<file path="config.mk">
export PLATFORM = sky130hd
export DESIGN_NAME = irda_irq_agg
export DESIGN_NICKNAME = d
export VERILOG_FILES = /design/src/rtl/irda_irq_pkg.sv /design/src/rtl/irda_irq_regif.sv /design/src/rtl/irda_irq_level.sv /design/src/rtl/irda_irq_events.sv /design/src/rtl/irda_irq_agg.sv
export SDC_FILE = /design/constraint.sdc
export NUM_CORES = 1
export LEC_CHECK = 0
export ABC_AREA = 1
export BUFFER_PORTS_ARGS = -buffer_cell sky130_fd_sc_hd__buf_4
export CORE_MARGIN = 2
export CORE_UTILIZATION = 30
export CTS_BUF_LIST = sky130_fd_sc_hd__clkbuf_4
export CTS_CLUSTER_SIZE = 12
export DETAILED_ROUTE_END_ITERATION = 8
export GPL_TIMING_DRIVEN = 0
export PLACE_DENSITY = 0.62
export SYNTH_ARGS = -nofsm -noshare
export SYNTH_HDL_FRONTEND = slang
export SYNTH_SLANG_ARGS = --single-unit
</file>
<file path="constraint.sdc">
create_clock -name clk -period 0.8 [get_ports clk]
set_input_delay 0.08 -clock clk [delete_from_list [all_inputs] [get_ports clk]]
set_output_delay 0.08 -clock clk [all_outputs]
set_load 0.05 [all_outputs]
</file>
<file path="src/rtl/irda_irq_pkg.sv">
package irda_irq_pkg;
  localparam int unsigned NUM_SRC  = 8;
  localparam int unsigned NUM_LVL  = 2;
  localparam int unsigned NUM_EVT  = NUM_SRC - NUM_LVL;
  localparam int unsigned ADDR_W   = 2;
  localparam int unsigned LVL_RX   = 0;
  localparam int unsigned LVL_TX   = 1;

  typedef enum logic [ADDR_W-1:0] {
    REG_ENABLE = 2'd0,
    REG_IDENT  = 2'd1,
    REG_RSVD2  = 2'd2,
    REG_RSVD3  = 2'd3
  } reg_addr_e;

  typedef logic [NUM_SRC-1:0] src_vec_t;
  typedef logic [NUM_EVT-1:0] evt_vec_t;
  typedef logic [NUM_LVL-1:0] lvl_vec_t;
endpackage

</file>
<file path="src/rtl/irda_irq_regif.sv">
module irda_irq_regif
  import irda_irq_pkg::*;
(
  input  logic              clk,
  input  logic              rst_n,
  input  logic              reg_wr,
  input  logic              reg_rd,
  input  logic [ADDR_W-1:0] reg_addr,
  input  logic [NUM_SRC-1:0] reg_wdata,
  input  logic [NUM_SRC-1:0] ident,
  output logic [NUM_SRC-1:0] en_q,
  output logic [NUM_SRC-1:0] en_d,
  output logic              ident_rd,
  output logic [NUM_SRC-1:0] reg_rdata
);
  logic en_wr;

  always_comb begin
    en_wr    = reg_wr && (reg_addr == REG_ENABLE);
    ident_rd = reg_rd && (reg_addr == REG_IDENT);
    en_d     = en_wr ? reg_wdata : en_q;
  end

  always_ff @(posedge clk or negedge rst_n) begin
    if (!rst_n) en_q <= '0;
    else if (en_wr) en_q <= en_d;
  end

  always_comb begin
    reg_rdata = '0;
    if (reg_rd) begin
      unique case (reg_addr)
        REG_ENABLE: reg_rdata = en_q;
        REG_IDENT:  reg_rdata = ident;
        default:    reg_rdata = '0;
      endcase
    end
  end
endmodule

</file>
<file path="src/rtl/irda_irq_level.sv">
module irda_irq_level
  import irda_irq_pkg::*;
#(
  parameter int unsigned LVL_W = 6
) (
  input  logic             clk,
  input  logic             rst_n,
  input  logic             fifo_en,
  input  logic             rx_data_ready,
  input  logic [LVL_W-1:0] rx_level,
  input  logic [LVL_W-1:0] rx_trig,
  input  logic             tx_holding_empty,
  input  logic [LVL_W-1:0] tx_level,
  input  logic [LVL_W-1:0] tx_trig,
  output logic [NUM_LVL-1:0] lvl_q
);
  logic [NUM_LVL-1:0] lvl_d;

  always_comb begin
    lvl_d = '0;
    lvl_d[LVL_RX] = fifo_en ? (rx_level > rx_trig) : rx_data_ready;
    lvl_d[LVL_TX] = fifo_en ? (tx_level < tx_trig) : tx_holding_empty;
  end

  always_ff @(posedge clk or negedge rst_n) begin
    if (!rst_n) lvl_q <= '0;
    else        lvl_q <= lvl_d;
  end
endmodule

</file>
<file path="src/rtl/irda_irq_events.sv">
module irda_irq_events
  import irda_irq_pkg::*;
(
  input  logic               clk,
  input  logic               rst_n,
  input  logic [NUM_EVT-1:0] evt_pulse,
  input  logic [NUM_EVT-1:0] evt_en_cur,
  input  logic [NUM_EVT-1:0] evt_en_next,
  input  logic               clr_all,
  output logic [NUM_EVT-1:0] sticky_q
);
  for (genvar k = 0; k < NUM_EVT; k++) begin : g_flag
    logic flag_d;
    logic flag_ce;
    always_comb begin
      flag_ce = clr_all || evt_pulse[k] || !evt_en_next[k];
      flag_d  = ((sticky_q[k] && !clr_all) || (evt_pulse[k] && evt_en_cur[k]))
                && evt_en_next[k];
    end
    always_ff @(posedge clk or negedge rst_n) begin
      if (!rst_n)       sticky_q[k] <= 1'b0;
      else if (flag_ce) sticky_q[k] <= flag_d;
    end
  end
endmodule

</file>
<file path="src/rtl/irda_irq_agg.sv">
module irda_irq_agg
  import irda_irq_pkg::*;
#(
  parameter int unsigned LVL_W = 6
) (
  input  logic               clk,
  input  logic               rst_n,
  input  logic               fifo_en,
  input  logic               rx_data_ready,
  input  logic [LVL_W-1:0]   rx_level,
  input  logic [LVL_W-1:0]   rx_trig,
  input  logic               tx_holding_empty,
  input  logic [LVL_W-1:0]   tx_level,
  input  logic [LVL_W-1:0]   tx_trig,
  input  logic [NUM_EVT-1:0] evt_pulse,
  input  logic               reg_wr,
  input  logic               reg_rd,
  input  logic [ADDR_W-1:0]  reg_addr,
  input  logic [NUM_SRC-1:0] reg_wdata,
  output logic [NUM_SRC-1:0] reg_rdata,
  output logic               irq_out
);
  logic [NUM_SRC-1:0] en_q;
  logic [NUM_SRC-1:0] en_d;
  logic               ident_rd;
  logic [NUM_LVL-1:0] lvl_q;
  logic [NUM_EVT-1:0] sticky_q;
  logic [NUM_SRC-1:0] ident;

  irda_irq_regif u_regif (
    .clk      (clk),
    .rst_n    (rst_n),
    .reg_wr   (reg_wr),
    .reg_rd   (reg_rd),
    .reg_addr (reg_addr),
    .reg_wdata(reg_wdata),
    .ident    (ident),
    .en_q     (en_q),
    .en_d     (en_d),
    .ident_rd (ident_rd),
    .reg_rdata(reg_rdata)
  );

  irda_irq_level #(.LVL_W(LVL_W)) u_level (
    .clk             (clk),
    .rst_n           (rst_n),
    .fifo_en         (fifo_en),
    .rx_data_ready   (rx_data_ready),
    .rx_level        (rx_level),
    .rx_trig         (rx_trig),
    .tx_holding_empty(tx_holding_empty),
    .tx_level        (tx_level),
    .tx_trig         (tx_trig),
    .lvl_q           (lvl_q)
  );

  irda_irq_events u_events (
    .clk        (clk),
    .rst_n      (rst_n),
    .evt_pulse  (evt_pulse),
    .evt_en_cur (en_q[NUM_SRC-1:NUM_LVL]),
    .evt_en_next(en_d[NUM_SRC-1:NUM_LVL]),
    .clr_all    (ident_rd),
    .sticky_q   (sticky_q)
  );

  always_comb begin
    ident   = {sticky_q, lvl_q} & en_q;
    irq_out = |ident;
  end
endmodule

</file>
==> qor.txt <==
status -> finished with violations
violated checks -> setup timing
sequential element share of the synthesized area -> 35.3%
Routed wire per std cell -> 9.77 um
max-slew violation total from the final report -> 0
Final Cycle Share -> 163%
die area -> 4290 um^2
number of instances in the synthesized netlist -> 154
global-route congestion overflow total -> 0
Critical R2R Capture -> u_regif.en_q[2]
final HPWL from detailed placement -> 2100 um
Fill cells -> 359
maximum number of pins on one net before global-route repair -> 17
CTS sink cnt -> 16
hold path depth -> 3
initial antenna violation count -> 0
Placed Instances -> 257
worst slew margin relative to its limit -> 70.5%
transition time of the tightest slew-check pin -> 442 ps
share of cells above drive strength 1 -> 50.0%
Post-Layout Cell Count -> 274
number of iterations in the first detailed-routing pass -> 4
Vert. Die Dim -> 65.5 um
clock-pin slew reported for the worst setup and hold paths after clock tree synthesis -> 90 ps
cell type with the largest total area after synthesis -> sky130_fd_sc_hd__dfrtp_1
worst reg2reg setup slack -> -150 ps
dominant cells by area after synthesis -> sky130_fd_sc_hd__dfrtp_1 35%, sky130_fd_sc_hd__nand2_1 13%, sky130_fd_sc_hd__ha_1 12%, sky130_fd_sc_hd__inv_1 12%, sky130_fd_sc_hd__nor2_1 5.3%
worst hold-check path type -> input pin to flip-flop
min setup slack post-route -> -507 ps
average size of a mapped cell -> 7.37 um^2
Detailed Route Iter0 Violations -> 34
routability cong. -> 0.726
Routed Antenna Nets -> 0
number of cells traversed by the worst register-to-register path -> 6
launch instance of the worst min-delay path -> reg_wdata[3]
Maximum Capacitance Violations -> 0
H-tree level count -> 1
global routing usage summed across all routing layers -> 12.5%
Initial Util -> 31.0%
final number of setup-violating endpoints -> 16
Port-buffer cells -> 55
required time of the critical path -> 720 ps
clock buffers created by TritonCTS -> 3
Netlist cell types -> 15
pwr/cell area -> 1470 nW/um^2
cell at the root of the clock tree -> sky130_fd_sc_hd__clkbuf_4
TNS Setup -> -4180 ps
vias in the first global route -> 1032
later-pin clock latency in the skew report -> 280 ps
antenna diode count -> 0
placement row count -> 22
Synth Cell Area -> 1130 um^2
leakage power of the design -> 1.02 nW
kind of end point of the critical path -> output port
endpoint with the worst hold slack -> u_regif.en_q[3]
worst reg2reg path startpoint -> u_regif.en_q[2]
data arrival time at the worst-slack endpoint -> 1230 ps
vias per std cell -> 4.20
Syn. warnings -> 0
Hold Fails Final Rpt -> 0
Syn Nets -> 212
I/O pin count -> 56
Highest Clock Rate -> 765 MHz
final wirelength -> 2680 um
Die W -> 65.5 um
P&R area growth vs syn -> 70.5%
RSZ-0062 raised after global routing -> yes
maximum fanout along the worst path -> 3
global-route wire length before repair -> 4220 um
DRC viols -> 0
net count reported at finish -> 285
register bit total from synthesis -> 16
kind of critical path -> flip-flop to output port
critical path startpoint category -> flip-flop
CTS tree -> done
Power, Total -> 2.84 mW
peak supply drop -> 532 uV
clk buf depth -> 2
total number of vias -> 1151
standard cell core area -> 3660 um^2
Tmin final -> 1310 ps
maximum clock skew at final layout -> 3.91 ps
area share of the largest cell type after synthesis -> 35.3%
==> power by group <==
part	total [mW]	internal [mW]	switching, mW
Combinational	1.33	0.673	0.659
Clock	0.428	0.181	0.247
Sequential	1.08	0.955	0.130
==> state kept, by name (all words and copies together), names as in the netlist <==
| name | count |
|---|---|
| u_regif.en_q | 8 |
| u_events.sticky_q | 6 |
| u_level.lvl_q | 2 |
==> cell usage in the layout (no fill, tap or decap), types with 4 or more instances in the layout <==
cell                       n
sky130_fd_sc_hd__buf_4    52
sky130_fd_sc_hd__nand2_1  37
sky130_fd_sc_hd__inv_1    27
sky130_fd_sc_hd__dfrtp_1  16
sky130_fd_sc_hd__buf_6    14
sky130_fd_sc_hd__o21ai_2   9
sky130_fd_sc_hd__nor2_2    9
sky130_fd_sc_hd__nor2_1    8
sky130_fd_sc_hd__ha_1      7
sky130_fd_sc_hd__inv_2     5
sky130_fd_sc_hd__a21oi_1   4
sky130_fd_sc_hd__a22oi_2   4
sky130_fd_sc_hd__ha_4      4
==> per-layer routing <==
metal	up-vias	GRT usage, %	wire length, um	part of all wire [%]
met4	0	4.69	30	1.1
li1	622	-	-	-
met5	-	0	0	0
met3	2	2.05	191	7.1
met1	485	16.0	1200	45
met2	42	21.3	1260	47
==> synth_stat cells (all sizes together) <==
cell / number
dfrtp: 16
nand4: 1
ha: 11
inv: 35
nor2: 19
nand2: 41
nand3: 3
a22oi: 6
a21oi: 6
buf: 1
o21ai: 15
==> cell families after synthesis <==
family / count (synthesis) / synth area share (%)
adders and majority gates: 11 / 12.1
AOI/OAI and AO/OA: 27 / 15.2
buffers and inverters: 36 / 12.6
and+or+nand+nor: 64 / 24.8
DFF: 16 / 35.3
==> what timing repair did <==
action,CTS,global route
resized for setup,30,10
cloned,0,0
endpoints found under the setup margin,12,21
hold endpoints to repair,18,0
pin swaps,4,9
setup buffers,5,7
hold buffers,3,0
==> per-stage QoR <==
| step | hold WS [ps] | util (%) | area [um^2] | worst slack, ps |
|---|---|---|---|---|
| 2_1_floorplan | -216 | - | 1210 | -347 |
| 3_3_place_gp | -48.7 | 46.0 | 1690 | -228 |
| 3_5_place_dp | -50.0 | 46.0 | 1690 | -232 |
| 4_1_cts | 4.20 | 50.7 | 1860 | -496 |
| 5_1_grt | 12.8 | 52.8 | 1930 | -592 |
| 6_report | 4.75 | 52.8 | 1930 | -507 |
==> worst max-delay path by stage <==
| stage | start | endpoint | slack (ps) | cells after the start |
|---|---|---|---|---|
| floorplan | u_regif.en_q[2] | irq_out | -350 | 4 |
| global placement | u_regif.en_q[2] | irq_out | -230 | 5 |
| detailed placement | u_regif.en_q[7] | irq_out | -230 | 5 |
| CTS | u_regif.en_q[3] | irq_out | -500 | 5 |
| global route | u_events.sticky_q[1] | irq_out | -590 | 5 |
| finish | u_events.sticky_q[1] | irq_out | -510 | 5 |
==> final cells by class <==
type                       count  area [um^2]  area share [%]
multi-input combinational    102          731            37.8
timing repair buffer          68          567            29.3
sequential                    16          400            20.7
inverter                      35          139            7.18
tap                           48         60.1            3.10
clock buffer                   3         22.5            1.16
buffer                         1         11.3           0.582
clock inverter                 1         3.75           0.194
==> critical path, stage by stage (launching register included) <==
cell and delay [ps]:
sky130_fd_sc_hd__dfrtp_1 410, sky130_fd_sc_hd__nand2_1 80, sky130_fd_sc_hd__nand2_1 70, sky130_fd_sc_hd__a21oi_2 100, sky130_fd_sc_hd__nand4_1 110, sky130_fd_sc_hd__buf_6 170
Note: power is estimated with default switching activity, not from simulation.
